$ cat config.mk
export PLATFORM = sky130hd
export DESIGN_NAME = clkdiv_oe
export DESIGN_NICKNAME = d
export VERILOG_FILES = /design/src/rtl/clkdiv_pkg.sv /design/src/rtl/clkdiv_count.sv /design/src/rtl/clkdiv_halfcycle.sv /design/src/rtl/clkdiv_fanout.sv /design/src/rtl/clkdiv_oe.sv
export SDC_FILE = /design/constraint.sdc
export NUM_CORES = 1
export LEC_CHECK = 0
export BUFFER_PORTS_ARGS = -buffer_cell sky130_fd_sc_hd__buf_4
export CAP_MARGIN = 0
export CORE_AREA = 3 3 40 42
export CTS_BUF_LIST = sky130_fd_sc_hd__clkbuf_8
export DETAILED_ROUTE_END_ITERATION = 6
export DIE_AREA = 0 0 43 45
export PLACE_DENSITY_LB_ADDON = 0.2
export SLEW_MARGIN = 20
export SYNTH_ARGS = -nofsm -noshare
export SYNTH_HDL_FRONTEND = slang
export SYNTH_HIERARCHICAL = 1
export SYNTH_SLANG_ARGS = --single-unit
$ cat constraint.sdc
create_clock -name clk_i -period 3.34 [get_ports clk_i]
set_input_delay 0.167 -clock clk_i [delete_from_list [all_inputs] [get_ports clk_i]]
set_output_delay 0.167 -clock clk_i [all_outputs]
set_load 0.02 [all_outputs]
$ cat src/rtl/clkdiv_pkg.sv
package clkdiv_pkg;
  localparam int BASE_DIV = 3;
  localparam int SEL_W    = 2;

  function automatic int max_ratio(input int base, input int sel_w);
    return base + (1 << sel_w) - 1;
  endfunction
endpackage

$ cat src/rtl/clkdiv_count.sv
module clkdiv_count #(
  parameter int SEL_W = 2,
  parameter int BASE  = 3,
  parameter int CNT_W = 3
) (
  input  logic             clk_i,
  input  logic             mr_i,
  input  logic [SEL_W-1:0] sel_i,
  output logic             pos_o,
  output logic             odd_o
);
  logic [SEL_W-1:0] ratio_q;
  logic [CNT_W-1:0] cnt_q, cnt_nxt, k_cur, k_new, half_nxt;
  logic             started_q, pos_q, wrap;

  assign k_cur    = CNT_W'(BASE) + CNT_W'(ratio_q);
  assign k_new    = CNT_W'(BASE) + CNT_W'(sel_i);
  // first edge after reset behaves as a terminal count
  assign wrap     = !started_q || (cnt_q == k_cur - CNT_W'(1));
  assign cnt_nxt  = wrap ? '0 : cnt_q + CNT_W'(1);
  assign half_nxt = wrap ? (k_new >> 1) : (k_cur >> 1);

  always_ff @(posedge clk_i or posedge mr_i) begin
    if (mr_i) begin
      ratio_q   <= '0;
      cnt_q     <= '0;
      started_q <= 1'b0;
      pos_q     <= 1'b0;
    end else begin
      started_q <= 1'b1;
      cnt_q     <= cnt_nxt;
      pos_q     <= (cnt_nxt < half_nxt);
      if (wrap) ratio_q <= sel_i;
    end
  end

  assign pos_o = pos_q;
  assign odd_o = k_cur[0];

  a_r7_cnt_range: assert property (@(posedge clk_i) disable iff (mr_i)
    cnt_q < k_cur);
  a_r6_ratio_hold: assert property (@(posedge clk_i) disable iff (mr_i)
    (started_q && cnt_q != k_cur - CNT_W'(1)) |=> $stable(ratio_q));
  a_r6_rise_at_wrap: assert property (@(posedge clk_i) disable iff (mr_i)
    $rose(pos_q) |-> (cnt_q == '0));
  a_r5_first_rise: assert property (@(posedge clk_i) disable iff (mr_i)
    !started_q |=> pos_q);
endmodule

$ cat src/rtl/clkdiv_halfcycle.sv
module clkdiv_halfcycle (
  input  logic clk_i,
  input  logic mr_i,
  input  logic pos_i,
  input  logic odd_i,
  output logic out_o
);
  logic neg_q;

  // half-cycle delayed copy, only used for odd ratios
  always_ff @(negedge clk_i or posedge mr_i) begin
    if (mr_i) neg_q <= 1'b0;
    else      neg_q <= pos_i & odd_i;
  end

  assign out_o = pos_i | neg_q;

  a_r2_neg_inside_pos: assert property (@(posedge clk_i) disable iff (mr_i)
    $rose(neg_q) |-> pos_i);
endmodule

$ cat src/rtl/clkdiv_fanout.sv
module clkdiv_fanout #(
  parameter int N_CH = 2
) (
  input  logic            src_i,
  output logic [N_CH-1:0] clk_o,
  output logic [N_CH-1:0] clk_no
);
  for (genvar i = 0; i < N_CH; i++) begin : g_ch
    assign clk_o[i]  = src_i;
    assign clk_no[i] = ~src_i;
  end
endmodule

$ cat src/rtl/clkdiv_oe.sv
module clkdiv_oe
  import clkdiv_pkg::*;
#(
  parameter int N_CH  = 2,
  parameter int SW    = SEL_W,
  parameter int BASE  = BASE_DIV
) (
  input  logic            clk_i,
  input  logic            mr_i,
  input  logic [SW-1:0]   sel_i,
  output logic [N_CH-1:0] clk_o,
  output logic [N_CH-1:0] clk_no
);
  localparam int CNT_W = $clog2(max_ratio(BASE, SW) + 1);

  logic pos, odd, div_clk;

  clkdiv_count #(.SEL_W(SW), .BASE(BASE), .CNT_W(CNT_W)) u_count (
    .clk_i(clk_i), .mr_i(mr_i), .sel_i(sel_i), .pos_o(pos), .odd_o(odd)
  );

  clkdiv_halfcycle u_half (
    .clk_i(clk_i), .mr_i(mr_i), .pos_i(pos), .odd_i(odd), .out_o(div_clk)
  );

  clkdiv_fanout #(.N_CH(N_CH)) u_fan (
    .src_i(div_clk), .clk_o(clk_o), .clk_no(clk_no)
  );

  a_r4_reset_out: assert property (@(posedge clk_i)
    mr_i |-> (clk_o == '0 && clk_no == '1));
endmodule

Yosys cells after proc, flatten, opt, wreduce, memory -nomap -nowiden:

Index checks and enable logic that the tools add are counted.

* register bits after elaboration: 8
* input port bits: 4
* output and inout bits: 4
* logic and storage cells: 18

* add/subtract/negate cells: 4
* order comparisons: 1
* equality and inequality tests: 1
* mux-type cells: 2
* bitwise operators: 3
* reduce and logical (&&, ||, !) cells: 2

Operators by type and width (count)
* adder 2 x 2 -> 3 bit (first input constant): 2
* adder 3 x 1 -> 3 bit (second input constant): 1
* equality test 3 bit: 1
* < comparator 3 bit: 1
* two-way mux 3 bit: 1
* subtractor 3 x 1 -> 3 bit (second input constant): 1
* two-way mux 2 bit: 1
* AND 1 bit: 1
* logical NOT 1 bit: 1
* logical OR 1 bit: 1
* NOT 1 bit: 1
* bitwise OR 1 bit: 1

Longest topological paths before layout:

* depth in word-level cells: 6
* depth in mapped cells: 10
* gate-level depth less buffers: 10

Hierarchy:

The synthesis kept the hierarchy.

Modules (own cells, without submodules)
* clkdiv_count: instances 1, cells an instance 41, area each 419.2 um^2, sequential area each 175.2 um^2
* clkdiv_halfcycle: instances 1, cells an instance 4, area each 42.5 um^2, sequential area each 25.0 um^2
* clkdiv_fanout: instances 1, cells an instance 4, area each 26.3 um^2, sequential area each 0.0 um^2

==> metrics.cfg <==
[synthesis]
synth_cell_types = 22
synth_area_um2 = 488
syn-num-nets = 58
netlist_instances = 49
synth-seq-area-share = 0.410
avgSynthCellArea_um2 = 9.96
synth_warnings = 6
synth_seq_cells = 8

[floorplan]
die_y_um = 45
core_um2 = 1280
dieArea_um2 = 1940
die_w_um = 43
std_cell_rows = 13
ios = 8
start_util = 0.380

[critical_path]
end_kind = output pin
worst-path-max-fanout = 3
startpoint_type = flop
crit_path_top_delay_cell = dfrtn_1
critPathMaxStageDelay_ns = 0.31
arrival_ns = 2.67
crit_chain = or2_1, inv_1, buf_4
required_ns = 3.17
path_class = flop to output pin

[placed_design]
io_buffers = 7
dp_hpwl_um = 650
dp_cells = 68
gp_congestion = 0.677

[power_and_ir_drop]
p_per_area_nw_per_um2 = 979
p_leak_nw = 0.326
peakVddDrop_mv = 0.386

[grt]
grt_max_degree = 10
grt_pass1_wl_mm = 1.27
grt_use_total = 0.0996
use_met3 = 0.0717
met2_usage = 0.147
antenna_found_initial = 0
met1_usage = 0.113
gr-total-overflow = 0
top_usage_layer = met2
grt_pass1_vias = 300

[timing]
hold_viol = 0
setup_viol = 0
holdWs_ns = 0.165
rsz0062_at_grt = no
clock-skew-final_ns = 0.0222
drv_slew = 0
tns_ns = 0

[clocking]
clockRootBuffer = clkbuf_8
cts_resized = 0
holdBufCountCts = 1
clk_latency_ns = 0.25
clock-sinks = 8
clk_pin_slew_ns = 0.04
htree_levels = 1
cts_tree = built
post_cts_buffers = 0
cts_buffers = 3
clockBufferDepth = 2

[layout]
diodes = 0
fin_nets = 68
final_cells = 73
area_delta_synth_final_pct = 21.3
drive_gt1_frac = 0.241

[routing]
drtIter0Drc = 8
drc_errors = 0
wl_um = 830
vias = 325
drtPass1Iterations = 4
avgRoutedWirePerCell_um = 11.4
ant_nets = 0
vias_per_cell = 4.45

[flow_run]
max-cap-violations = 0

[status]
status = finished clean

[min_path]
hp-class = input pin to flop

## cell usage in the layout, fill, tap and decap left out, types with 2 or more instances in the layout
cell type  instances
inv_1             10
buf_4              7
dfrtp_1            7
ha_1               5
nor2_1             4
nand2_1            4
clkbuf_8           3
o21ai_0            2
## final timing paths
| kind | from | end | slack (ns) | depth (start not counted) |
|---|---|---|---|---|
| setup / recovery | u_half/neg_q | clk_no[1] | 0.50 | 3 |
| hold / removal | sel_i[1] | u_count/ratio_q[1] | 0.17 | 3 |
| setup reg to reg | u_count/ratio_q[0] | u_count/pos_o | 0.87 | 10 |
| hold reg to reg | u_count/cnt_q[0] | u_count/cnt_q[0] | 0.52 | 1 |
| max in group asynchronous | mr_i | u_half/neg_q | 1.34 | 3 |
| min in group asynchronous | mr_i | u_count/cnt_q[1] | 0.44 | 3 |
## cell type report
cell class | count | area (um^2)
fillers | 120 | 693
multi-input cells | 29 | 231
flip-flops and latches | 8 | 200
repair buffers | 8 | 62.6
clock buffers | 3 | 41.3
inverters | 9 | 33.8
well taps | 15 | 18.8
clock inverters | 1 | 3.75
## stage by stage
step	utilization	worst slack, ns	power, mW	cell area [um^2]
final	0.461	0.504	0.580	592
after global routing	0.461	0.432	0.623	592
after CTS	0.461	0.492	0.585	592
after detailed placement	0.418	0.759	0.463	537
after global placement	0.418	0.776	0.456	537
after floorplan	-	0.640	0.404	488
## power breakdown
part / switching [mW] / internal (mW)
registers: 0.0237 / 0.134
clock network: 0.0385 / 0.0796
logic: 0.163 / 0.141
## cells by family (layout without fill, tap and decap cells)
group | Yosys count | in the layout | synth area share
buf+inv | 12 | 21 | 0.115
compound gates | 6 | 6 | 0.0897
simple gates | 12 | 12 | 0.113
other cells | 1 | 1 | 0.00768
flops | 8 | 8 | 0.410
mux | 2 | 2 | 0.0513
fa+ha+maj | 5 | 5 | 0.128
xor+xnor | 3 | 3 | 0.0846
## metal layers
layer | part of all wire | wire length [um]
met1 | 0.47 | 390
met5 | 0 | 0
met3 | 0.071 | 59
met2 | 0.46 | 379
met4 | 0 | 0
## sequential cells by signal, indices dropped and copies added, names as in the netlist
name,count
u_count/pos_o,1
u_count/started_q,1
u_count/cnt_q,3
u_count/ratio_q,2
u_half/neg_q,1
## worst max-delay path, delay by kind of cell (launching register included)
kind	cells	cell delay (ns)
buf+inv	2	0.22
flops	1	0.31
simple gates	1	0.23
## cells in the mapped netlist
cell,number,share of area
a21oi_1,1,0.010
or2_1,1,0.013
nand2_1,4,0.031
mux2i_1,1,0.021
xnor3_2,1,0.049
ha_1,5,0.13
o31ai_1,1,0.015
o21ai_0,2,0.021
o21ai_1,1,0.010
xor2_1,1,0.018
inv_1,9,0.069
o21ai_4,1,0.033
dfrtp_1,7,0.36
conb_1,1,0.0077
nor3_1,1,0.010
mux2_4,1,0.031
xnor2_1,1,0.018
and2_2,1,0.015
buf_4,3,0.046
and2_1,1,0.013
nor2_1,4,0.031
dfrtn_1,1,0.051
(Power assumes the default switching activity.)
